### config.mk
export PLATFORM = sky130hd
export DESIGN_NAME = serial_rx_core
export DESIGN_NICKNAME = d
export VERILOG_FILES = /design/src/rtl/srx_pkg.sv /design/src/rtl/srx_bit_timer.sv /design/src/rtl/srx_frame_fsm.sv /design/src/rtl/srx_hold_reg.sv /design/src/rtl/serial_rx_core.sv
export SDC_FILE = /design/constraint.sdc
export NUM_CORES = 1
export LEC_CHECK = 0
export ABC_AREA = 1
export BUFFER_PORTS_ARGS = -buffer_cell sky130_fd_sc_hd__buf_2
export CORE_UTILIZATION = 45
export CTS_CLUSTER_DIAMETER = 40
export DETAILED_ROUTE_END_ITERATION = 8
export GPL_ROUTABILITY_DRIVEN = 0
export PLACE_DENSITY = 0.67
export SYNTH_ARGS = -nofsm -noshare
export SYNTH_HDL_FRONTEND = slang
export SYNTH_SLANG_ARGS = --single-unit
### constraint.sdc
create_clock -name clk -period 2.8 [get_ports clk]
set_clock_uncertainty 0.1 [all_clocks]
set_input_delay 0.14 -clock clk [delete_from_list [all_inputs] [get_ports clk]]
set_output_delay 0.14 -clock clk [all_outputs]
set_load 0.005 [all_outputs]
### src/rtl/srx_pkg.sv
package srx_pkg;
    typedef enum logic [2:0] {
        ST_HUNT,
        ST_START,
        ST_DATA,
        ST_PARITY,
        ST_STOP
    } rx_state_e;
endpackage

### src/rtl/srx_bit_timer.sv
module srx_bit_timer #(
    parameter int OSR = 16
) (
    input  logic clk,
    input  logic rst,
    input  logic run,
    input  logic restart,
    output logic half_hit,
    output logic full_hit
);
    localparam int CW   = $clog2(OSR);
    localparam int HALF = OSR / 2;

    logic [CW-1:0] cnt_d, cnt_q;

    // Counter sits at zero while hunting and restarts after every sample.
    always_comb begin
        cnt_d = cnt_q + 1'b1;
        if (!run || restart) cnt_d = '0;
    end

    always_ff @(posedge clk) begin
        if (rst) cnt_q <= '0;
        else     cnt_q <= cnt_d;
    end

    assign half_hit = run && (cnt_q == CW'(HALF - 1));
    assign full_hit = run && (cnt_q == CW'(OSR - 1));
endmodule

### src/rtl/srx_frame_fsm.sv
module srx_frame_fsm
    import srx_pkg::*;
#(
    parameter int DATA_BITS  = 8,
    parameter int PARITY_EN  = 1,
    parameter int PARITY_ODD = 0
) (
    input  logic                 clk,
    input  logic                 rst,
    input  logic                 rxd,
    input  logic                 half_hit,
    input  logic                 full_hit,
    output logic                 run,
    output logic                 restart,
    output logic                 load,
    output logic [DATA_BITS-1:0] load_data,
    output logic                 load_perr,
    output logic                 load_ferr
);
    localparam int   BCW     = $clog2(DATA_BITS + 1);
    localparam logic ODD_BIT = (PARITY_ODD != 0);
    localparam logic PAR_ON  = (PARITY_EN != 0);

    typedef struct packed {
        rx_state_e            state;
        logic [BCW-1:0]       bitcnt;
        logic [DATA_BITS-1:0] shreg;
        logic                 par;
        logic                 prev;
    } fsm_t;

    fsm_t r_q, r_d;

    always_comb begin
        r_d      = r_q;
        r_d.prev = rxd;
        load     = 1'b0;
        restart  = 1'b0;
        unique case (r_q.state)
            ST_HUNT: begin
                if (r_q.prev && !rxd) r_d.state = ST_START;
            end
            ST_START: begin
                if (half_hit) begin
                    restart = 1'b1;
                    if (rxd) begin
                        r_d.state = ST_HUNT;
                    end else begin
                        r_d.state  = ST_DATA;
                        r_d.bitcnt = '0;
                    end
                end
            end
            ST_DATA: begin
                if (full_hit) begin
                    restart    = 1'b1;
                    r_d.shreg  = {rxd, r_q.shreg[DATA_BITS-1:1]};
                    r_d.bitcnt = r_q.bitcnt + 1'b1;
                    if (r_q.bitcnt == BCW'(DATA_BITS - 1))
                        r_d.state = PAR_ON ? ST_PARITY : ST_STOP;
                end
            end
            ST_PARITY: begin
                if (full_hit) begin
                    restart   = 1'b1;
                    r_d.par   = rxd;
                    r_d.state = ST_STOP;
                end
            end
            ST_STOP: begin
                if (full_hit) begin
                    restart   = 1'b1;
                    load      = 1'b1;
                    r_d.state = ST_HUNT;
                end
            end
            default: r_d.state = ST_HUNT;
        endcase
    end

    always_ff @(posedge clk) begin
        if (rst) begin
            r_q.state  <= ST_HUNT;
            r_q.bitcnt <= '0;
            r_q.shreg  <= '0;
            r_q.par    <= 1'b0;
            r_q.prev   <= 1'b1;
        end else begin
            r_q <= r_d;
        end
    end

    assign run       = (r_q.state != ST_HUNT);
    assign load_data = r_q.shreg;
    assign load_ferr = !rxd;
    assign load_perr = PAR_ON ? ((^r_q.shreg) ^ r_q.par ^ ODD_BIT) : 1'b0;
endmodule

### src/rtl/srx_hold_reg.sv
module srx_hold_reg #(
    parameter int DATA_BITS = 8
) (
    input  logic                 clk,
    input  logic                 rst,
    input  logic                 load,
    input  logic [DATA_BITS-1:0] load_data,
    input  logic                 load_perr,
    input  logic                 load_ferr,
    input  logic                 rd_n,
    output logic [DATA_BITS-1:0] hold_data,
    output logic                 ready,
    output logic                 perr,
    output logic                 ferr
);
    typedef struct packed {
        logic [DATA_BITS-1:0] data;
        logic                 ready;
        logic                 perr;
        logic                 ferr;
    } hold_t;

    hold_t h_q, h_d;

    always_comb begin
        h_d = h_q;
        if (!rd_n) h_d.ready = 1'b0;
        if (load) begin
            h_d.data  = load_data;
            h_d.ready = 1'b1;
            h_d.perr  = load_perr;
            h_d.ferr  = load_ferr;
        end
    end

    always_ff @(posedge clk) begin
        if (rst) h_q <= '0;
        else     h_q <= h_d;
    end

    assign hold_data = h_q.data;
    assign ready     = h_q.ready;
    assign perr      = h_q.perr;
    assign ferr      = h_q.ferr;
endmodule

### src/rtl/serial_rx_core.sv
module serial_rx_core #(
    parameter int DATA_BITS  = 8,
    parameter int OSR        = 16,
    parameter int PARITY_EN  = 1,
    parameter int PARITY_ODD = 0
) (
    input  logic                 clk,
    input  logic                 rst,
    input  logic                 rxd,
    input  logic                 rd_n,
    output logic [DATA_BITS-1:0] dout,
    output logic                 data_ready,
    output logic                 parity_err,
    output logic                 frame_err
);
    logic                 tmr_run, tmr_restart, half_hit, full_hit;
    logic                 frame_load, frame_perr, frame_ferr;
    logic [DATA_BITS-1:0] frame_data, hold_data;

    srx_bit_timer #(.OSR(OSR)) u_timer (
        .clk      (clk),
        .rst      (rst),
        .run      (tmr_run),
        .restart  (tmr_restart),
        .half_hit (half_hit),
        .full_hit (full_hit)
    );

    srx_frame_fsm #(
        .DATA_BITS  (DATA_BITS),
        .PARITY_EN  (PARITY_EN),
        .PARITY_ODD (PARITY_ODD)
    ) u_fsm (
        .clk       (clk),
        .rst       (rst),
        .rxd       (rxd),
        .half_hit  (half_hit),
        .full_hit  (full_hit),
        .run       (tmr_run),
        .restart   (tmr_restart),
        .load      (frame_load),
        .load_data (frame_data),
        .load_perr (frame_perr),
        .load_ferr (frame_ferr)
    );

    srx_hold_reg #(.DATA_BITS(DATA_BITS)) u_hold (
        .clk       (clk),
        .rst       (rst),
        .load      (frame_load),
        .load_data (frame_data),
        .load_perr (frame_perr),
        .load_ferr (frame_ferr),
        .rd_n      (rd_n),
        .hold_data (hold_data),
        .ready     (data_ready),
        .perr      (parity_err),
        .ferr      (frame_err)
    );

    assign dout = rd_n ? '0 : hold_data;
endmodule

After elaboration in Yosys (flattened, before gate mapping)
Index checks and enable logic that the tools add are counted.

word-level totals
  bits in registers = 32
  word-level logic and storage cells = 61
  output and inout bits = 11
  input bits = 4

operators by class
  add/sub/neg operators = 2
  bitwise gates (word level) = 1
  eq/ne operators = 15
  reduce and logical (&&, ||, !) cells = 16
  muxes and demuxes = 17

operators with widths
  operator                                               number
  2-to-1 mux 15 bit                                      1
  2-to-1 mux 3 bit                                       5
  case mux 3 bit (5 select lines)                        1
  inequality test 2 bit, second input constant           5
  adder 4 x 1 -> 4 bit, second input constant            2
  == test 4 x 3 -> 1 bit, second input constant          2
  2-to-1 mux 8 bit                                       1
  case mux 4 bit (2 select lines)                        1
  XOR reduction 8 bit                                    1
  2-to-1 mux 7 bit                                       1
  == test 3 x 2 -> 1 bit, second input constant          2
  inequality test 2 x 1 -> 1 bit, second input constant  3
  AND reduction 6 bit                                    1
  == test 4 bit, second input constant                   1
  2-to-1 mux 1 bit                                       4
  2-to-1 mux 4 bit                                       1
  AND reduction 2 bit                                    2
  AND reduction 4 bit                                    1
  == test 3 x 1 -> 1 bit, second input constant          1
  == test 3 bit, second input constant                   1
  logical AND 1 bit                                      3
  zero test 3 bit                                        1
  nonzero test 3 bit                                     1
  OR reduction 3 bit                                     1
  other kinds (7)                                        8

Longest topological paths before layout
Gate-level depths: netlist of the first run.

  depth in word-level cells = 6
  depth in mapped cells = 10
  mapped depth without buffers = 10

Hierarchy
A second synthesis of the first run with hierarchy kept.

second synthesis, totals
  cell total of the unflattened synthesis = 254
  area, all modules = 1660.3 um2

modules (own cells, without submodules)
  module          cells an instance  seq. area each (um2)  times used  area each (um2)
  srx_frame_fsm   145                340.3                 1           959.7
  srx_hold_reg    67                 220.2                 1           450.4
  srx_bit_timer   25                 80.1                  1           178.9
  serial_rx_core  17                 0.0                   1           71.3

Worst setup path before layout of the first run
No wires, ideal clock.

  path kind = reg2reg
  start point = register u_timer.cnt_q[0]
  end point = register u_hold.h_q, in the netlist u_hold.hold_data[6]
  required time = 2.581 ns
  arrival time = 1.207 ns
  library setup time = 0.119 ns
  period minus slack after synthesis = 1.426 ns
  path slack = 1.374 ns
  stages on the path, launching flop included = 9
  buffers on the path = 0
  cell sequence = dfxtp_1 ha_1 nand2_2 nor2_1 inv_2 nor2_4 inv_1 o21ai_0 a21oi_1

on the way
  longest elaborated chain between the ends = 4

RTL lines
  what                    line                 text
  from (decl)             srx_bit_timer.sv:14  logic [CW-1:0] cnt_d, cnt_q;
  from (signal assigned)  srx_bit_timer.sv:24  else cnt_q <= cnt_d;
  == test 4 bit           srx_bit_timer.sv:28  assign full_hit = run && (cnt_q == CW'(OSR - 1));
  logical AND 1 bit       srx_bit_timer.sv:28
  2-to-1 mux 1 bit        srx_frame_fsm.sv:71  if (full_hit) begin
  2-to-1 mux 1 bit        srx_frame_fsm.sv:39  unique case (r_q.state)
  to (signal assigned)    srx_hold_reg.sv:37   if (rst) h_q <= '0;
  to (signal assigned)    srx_hold_reg.sv:38   else h_q <= h_d;
  to (decl)               srx_hold_reg.sv:23   hold_t h_q, h_d;

Every way passes these cells.
A chain may end at the register's enable or synchronous reset.

Final worst setup path of the first run
  start point = register u_timer.cnt_q[0]
  end point = register u_fsm.r_q, in the netlist u_fsm.load_data[5]

on the way
  longest elaborated chain between the ends = 3

RTL lines
  what                                  line                 text
  == test 4 bit                         srx_bit_timer.sv:28
  logical AND 1 bit                     srx_bit_timer.sv:28
  AND reduction 2 bit (no source line)  -
  to (signal assigned)                  srx_frame_fsm.sv:89  r_q <= r_d;
  to (decl)                             srx_frame_fsm.sv:32  fsm_t r_q, r_d;

Every way passes these cells.

==> qor.txt, run 1 <==
Fmax: 571 MHz
Slew Viols, Final: 0
postcts setup bufs: 0
total grt overflow: 0
Routed WL per cell: 9.67 um
pin count of the biggest net entering global routing: 24
hpwl dp: 2000 um
Ys Warns: 0
clock network power share: 0.285
Pre-Repair DR Iteration Count: 4
# rows: 21
Pleak: 0.000757 uW
post-synth top area share: 0.411
synthesis-stage register bit count: 32
CTS H-tree lvls: 2
Die Span X: 60.9 um
Synth Cell Area: 1560 um2
Reg2Reg Launch Point: u_timer.cnt_q[0]$_SDFF_PP0_
Final ANT Viol Nets: 0
Vias: 1285
core area: 3340 um2
unrepaired setup endpoints after global routing: no
setup tns final: 0 ns
switching power: 301 uW
Post-synth EDFFs: 0
Max Root-Sink Buffers: 2
Synth Flop Type: dfxtp_1
CTS tree: built
Worst Path Max Fanout: 17
WL final: 2700 um
syn avg cell area: 7.29 um2
Hold Path Origin: rd_n
Hold Path End: u_hold.ready$_SDFFE_PP0P_
Yosys cell types: 27
Sink Count: 32
share of flip-flops with an asynchronous set or reset: 0
DRT iter0 DRCs: 82
sw frac: 0.312
PwrDens: 558 nW/um2
commonest non-fill, non-tap cells in the layout: 42 x nand2_1, 32 x dfxtp_1, 29 x inv_1
crit end category: flip-flop
Finished Layout Cells: 279
Clk pin slew, worst setup/hold paths: 0.10 ns
Worst R2R End: u_fsm.load_data[5]$_SDFFE_PP0P_
final-stage net count: 238
sequential-to-total area share from yosys stat: 0.411
Total Power: 964 uW
hold path depth: 3
placed insts: 269
CTS buffer count: 5
post-layout util: 0.517
Worst Path Arrival: 1.87 ns
CP Launch Type: flip-flop
first-pass GRT wire length: 4750 um
sequential share of power: 0.511
Worst Tran Pin Value: 0.589 ns
cell taking the most area after synthesis: dfxtp_1
syn_nets: 220
crit path kind: flip-flop to flip-flop
Inserted Diodes: 0
synth top area cells: dfxtp_1 41%, nand2_1 10%, inv_1 7.0%
leading cell type in the layout, fill and taps excluded: nand2_1
Final Hold Viols: 0
Area growth syn-to-layout: 10.8%
Via density: 4.61
min Tclk post-route: 1.75 ns
DRC: 0
final setup margin: 1.05 ns
run status: completed
# setup viols final: 0
P_int: 663 uW
vias in the first global route: 1085
root buffer cell: clkbuf_4
Reg2Reg Depth: 8
HP Class: input port to flip-flop
initial core utilization: 0.467
Ports: 15
R2R Setup Slk: 1.05 ns
Post-Place Worst Slack: 1.04 ns
Tot GR Track Use: 0.179
Die H: 60.9 um
WP data required: 2.92 ns
Slew Limit Headroom: 0.607
Synth Instances: 214
total die area: 3700 um2
I/O Buffers: 14
fraction of layout cells with a size suffix above 1: 0.180
Comb pwr share: 0.204
Max Cap Viol: 0
share of the clock period used by the worst path: 0.625
later-pin clock latency in the skew report: 0.33 ns
Max IR drop VDD: 280 uV
initial antenna violation count: 0
==> worst max-delay path by stage <==
stage / startpoint / to / slack, ns / cells after the start
floorplan: u_timer.cnt_q[0]$_SDFF_PP0_ / u_hold.hold_data[6]$_SDFFE_PP0P_ / 1.37 / 8
global placement: u_timer.cnt_q[0]$_SDFF_PP0_ / u_fsm.load_data[5]$_SDFFE_PP0P_ / 1.09 / 8
detailed placement: u_timer.cnt_q[0]$_SDFF_PP0_ / u_fsm.load_data[5]$_SDFFE_PP0P_ / 1.04 / 8
CTS: u_timer.cnt_q[0]$_SDFF_PP0_ / u_fsm.load_data[5]$_SDFFE_PP0P_ / 1.04 / 8
global route: u_timer.cnt_q[0]$_SDFF_PP0_ / u_fsm.load_data[5]$_SDFFE_PP0P_ / 0.81 / 8
finish: u_timer.cnt_q[0]$_SDFF_PP0_ / u_fsm.load_data[5]$_SDFFE_PP0P_ / 1.05 / 8
==> critical path, stage by stage, from the launching register on <==
cell and delay, ns:
dfxtp_1 0.36, ha_1 0.19, nand2_2 0.07, nor2_1 0.11, inv_2 0.12, nor2_4 0.35, inv_1 0.12, o21ai_0 0.16
a21oi_1 0.05
==> registers in the layout, indices dropped and copies added (netlist names) <==
signal	flops
u_hold.ready	1
u_fsm.r_q	9
u_hold.ferr	1
u_fsm.load_data	8
u_hold.hold_data	8
u_hold.perr	1
u_timer.cnt_q	4
==> cell type report <==
class | instances | area [um2]
clock buffer | 8 | 58.8
fill | 348 | 1610
inverter | 32 | 123
multi-input combinational | 145 | 757
sequential | 32 | 641
tap | 46 | 57.6
timing repair buffer | 16 | 90.1
==> metal layers <==
| metal | track usage | share of wire | vias up |
|---|---|---|---|
| li1 | - | - | 715 |
| met3 | 0.0512 | 0.034 | 2 |
| met4 | 0.117 | 0.0067 | 0 |
| met2 | 0.253 | 0.41 | 15 |
| met5 | 0 | 0 | - |
| met1 | 0.237 | 0.55 | 553 |
==> power groups by stage <==
stage / registers (uW) / clock network, uW / logic, uW
finish: 492 / 275 / 197
floorplan: 499 / 0 / 163
CTS: 492 / 288 / 197
detailed placement: 503 / 0 / 195
global route: 496 / 308 / 226
global placement: 501 / 0 / 194
==> kinds of logic after synthesis <==
| kind of cell | after synthesis | share of synthesized area |
|---|---|---|
| AND/OR/NAND/NOR | 93 | 0.275 |
| XOR/XNOR | 4 | 0.0225 |
| adder cells (fa/ha/maj) | 2 | 0.0160 |
| AO/OA/AOI/OAI | 46 | 0.172 |
| flip-flops | 32 | 0.411 |
| buffers and inverters | 37 | 0.104 |
==> per-stage QoR <==
stage	hold slack [ns]	instance area (um2)
4_1_cts	0.0146	1730
3_5_place_dp	0.272	1650
2_1_floorplan	0.102	1560
6_report	0.0276	1730
5_1_grt	0.0413	1730
3_3_place_gp	0.273	1650
==> synth_stat cells, types with 3 or more instances <==
master / number
nand3_1: 9
o21ai_2: 4
nand2_2: 3
inv_1: 29
nand2_1: 42
nor2_4: 4
nor2_1: 28
o21ai_0: 14
dfxtp_1: 32
a21oi_2: 3
xor2_1: 4
o21ai_1: 3
a21oi_1: 21
==> timing repair <==
item / in CTS / in global routing
hold endpoints to repair: 8 / 0
gates resized for setup: 0 / 0
hold buffers: 2 / 0
No activity file was read; power rests on OpenSTA's default activity.
==> inputs of run 2 (changes only) <==
==> constraint.sdc (replaced) <==
create_clock -name clk -period 1.7 [get_ports clk]
set_clock_uncertainty 0.1 [all_clocks]
set_input_delay 0.085 -clock clk [delete_from_list [all_inputs] [get_ports clk]]
set_output_delay 0.085 -clock clk [all_outputs]
set_load 0.005 [all_outputs]
==> run 2 against run 1 <==
Sequential power up 65%. Sequential share of layout area down 1.3 points. Clock-buffer cell count decreased by 2. Critical endpoint is now u_fsm.load_data[3]$_SDFFE_PP0P_.
==> qor.txt, run 2 (synthesized netlist as in run 1, its figures left out) <==
dpl cell area: 1680 um2 (+1.8%)
Sink Count: 32 (unchanged)
post-route cell area: 1790 um2 (+3.8%)
crit end category: flip-flop
CTS tree: built
min Tclk post-route: 1.60 ns (-0.150 ns)
Worst Path Arrival: 1.76 ns (-0.11 ns)
CTS buffer count: 5 (unchanged)
fraction of layout cells with a size suffix above 1: 0.217 (+0.0364)
CP max-delay cell: dfxtp_2
later-pin clock latency in the skew report: 0.33 ns (about the same)
Final Hold Viols: 0 (unchanged)
Slew Viols, Final: 0 (unchanged)
leading cell type in the layout, fill and taps excluded: nand2_1
crit path kind: flip-flop to flip-flop
Final ANT Viol Nets: 0 (unchanged)
Ports: 15 (unchanged)
WL final: 2810 um (+4.0%)
core area: 3340 um2 (unchanged)
CP Cell Sequence: ha_1 -> nand2_2 -> nor2_2 -> inv_2 -> nor2_4 -> buf_6 -> o21ai_0 -> a21oi_1
CP max stage delay: 0.35 ns (about the same)
vias in the first global route: 1128 (+4.0%)
pin count of the biggest net entering global routing: 17 (-29%)
share of the clock period used by the worst path: 0.941 (+0.316)
PwrDens: 887 nW/um2 (+59%)
Max Root-Sink Buffers: 2 (unchanged)
delay-heaviest family, CP: simple AND/OR/NAND/NOR gates
CTS H-tree lvls: 2 (unchanged)
hpwl dp: 2030 um (+1.2%)
Area growth syn-to-layout: 14.9%
HP Class: flip-flop to flip-flop
hold path depth: 1 (-2)
Vias: 1341 (+4.4%)
initial antenna violation count: 0 (unchanged)
Via density: 4.69 (+1.8%)
DRT iter0 DRCs: 100 (+22%)
Inserted Diodes: 0 (unchanged)
DRC: 0 (unchanged)
I/O Buffers: 14 (unchanged)
Total Power: 1590 uW (+65%)
Clk pin slew, worst setup/hold paths: 0.10 ns (about the same)
Pre-Repair DR Iteration Count: 4 (unchanged)
# setup viols final: 0 (unchanged)
fillers: 339 (-2.6%)
setup tns final: 0 ns (unchanged)
final-stage net count: 245 (+2.9%)
Reg2Reg Depth: 8 (unchanged)
# rows: 21 (unchanged)
first-pass GRT wire length: 4680 um (-1.6%)
max FFs per register: 9 (unchanged)
root buffer cell: clkbuf_4
total die area: 3700 um2 (unchanged)
WP data required: 1.86 ns (-1.06 ns)
total grt overflow: 0 (unchanged)
Worst path depth: 8 (unchanged)
R2R Setup Slk: 0.10 ns (-0.95 ns)
FF+latch area: 642 um2 (+0.20%)
run status: completed
Max Cap Viol: 0 (unchanged)
Multi-input gate area: 759 um2 (+0.33%)
CP Launch Type: flip-flop
Routed WL per cell: 9.81 um (+1.5%)
Pleak: 0.000799 uW (+5.5%)
Die Span X: 60.9 um (unchanged)
Slew Limit Headroom: 0.746 (+0.139)
initial core utilization: 0.467 (unchanged)
Fmax: 625 MHz (+9.4%)
Biggest register: u_fsm.r_q
Die H: 60.9 um (unchanged)
commonest non-fill, non-tap cells in the layout: 42 x nand2_1, 31 x dfxtp_1, 29 x inv_1
Worst Tran Pin Value: 0.380 ns (-0.209 ns)
Max IR drop VDD: 392 uV (+40%)
Crit path buffers/inverters: 2 (unchanged)
Worst Path Max Fanout: 8 (-9)
Tot GR Track Use: 0.174 (-0.00555)
## run 2: final cells by class
cell class | instances | area share
Multi-Input combinational cell | 145 | 0.424
Sequential cell | 32 | 0.358
Timing Repair Buffer | 23 | 0.0831
Inverter | 32 | 0.0684
Tap cell | 46 | 0.0321
Clock buffer | 6 | 0.0286
Clock inverter | 2 | 0.00559
## run 2: what timing repair did
| item | 4_1_cts | 5_1_grt |
|---|---|---|
| hold buffers | 3 | 0 |
| buffers inserted | 0 | 2 |
| setup endpoints to repair | 0 | 15 |
| gates resized for setup | 0 | 4 |
| hold endpoints to repair | 10 | 0 |
## run 2: stage by stage
step	util	cells	setup WS, ns	hold slack [ns]
2_1_floorplan	-	214	0.274	0.0474
3_3_place_gp	0.503	273	0.170	0.215
3_5_place_dp	0.503	273	0.111	0.218
4_1_cts	0.530	284	0.0808	0.357
5_1_grt	0.537	286	-0.0158	0.335
6_report	0.537	286	0.101	0.321
## run 2: worst register-to-register path, cell delays in order (launching register included)
cell     delay, ns
dfxtp_2       0.35
ha_1          0.18
nand2_2       0.07
nor2_2        0.09
inv_2         0.11
nor2_4        0.21
buf_6         0.16
o21ai_0       0.09
a21oi_1       0.16
## run 2: worst paths after layout
path                               start                              end
max          u_timer.cnt_q[0]$_SDFF_PP0_  u_fsm.load_data[3]$_SDFFE_PP0P_
min          u_timer.cnt_q[0]$_SDFF_PP0_      u_timer.cnt_q[0]$_SDFF_PP0_
max reg2reg  u_timer.cnt_q[0]$_SDFF_PP0_  u_fsm.load_data[3]$_SDFFE_PP0P_
min reg2reg  u_timer.cnt_q[0]$_SDFF_PP0_      u_timer.cnt_q[0]$_SDFF_PP0_
## run 2: metal layers
layer	up-vias	GRT usage	wire, um
li1	731	-	-
met1	582	0.217	1450
met5	-	0	0
met2	21	0.262	1190
met4	0	0.0877	60
met3	7	0.0640	102
## run 2: power by group
part           total (uW)  switching (uW)  internal (uW)
Clock                 453             257            196
Combinational         321             210            111
Sequential            814            33.4            781
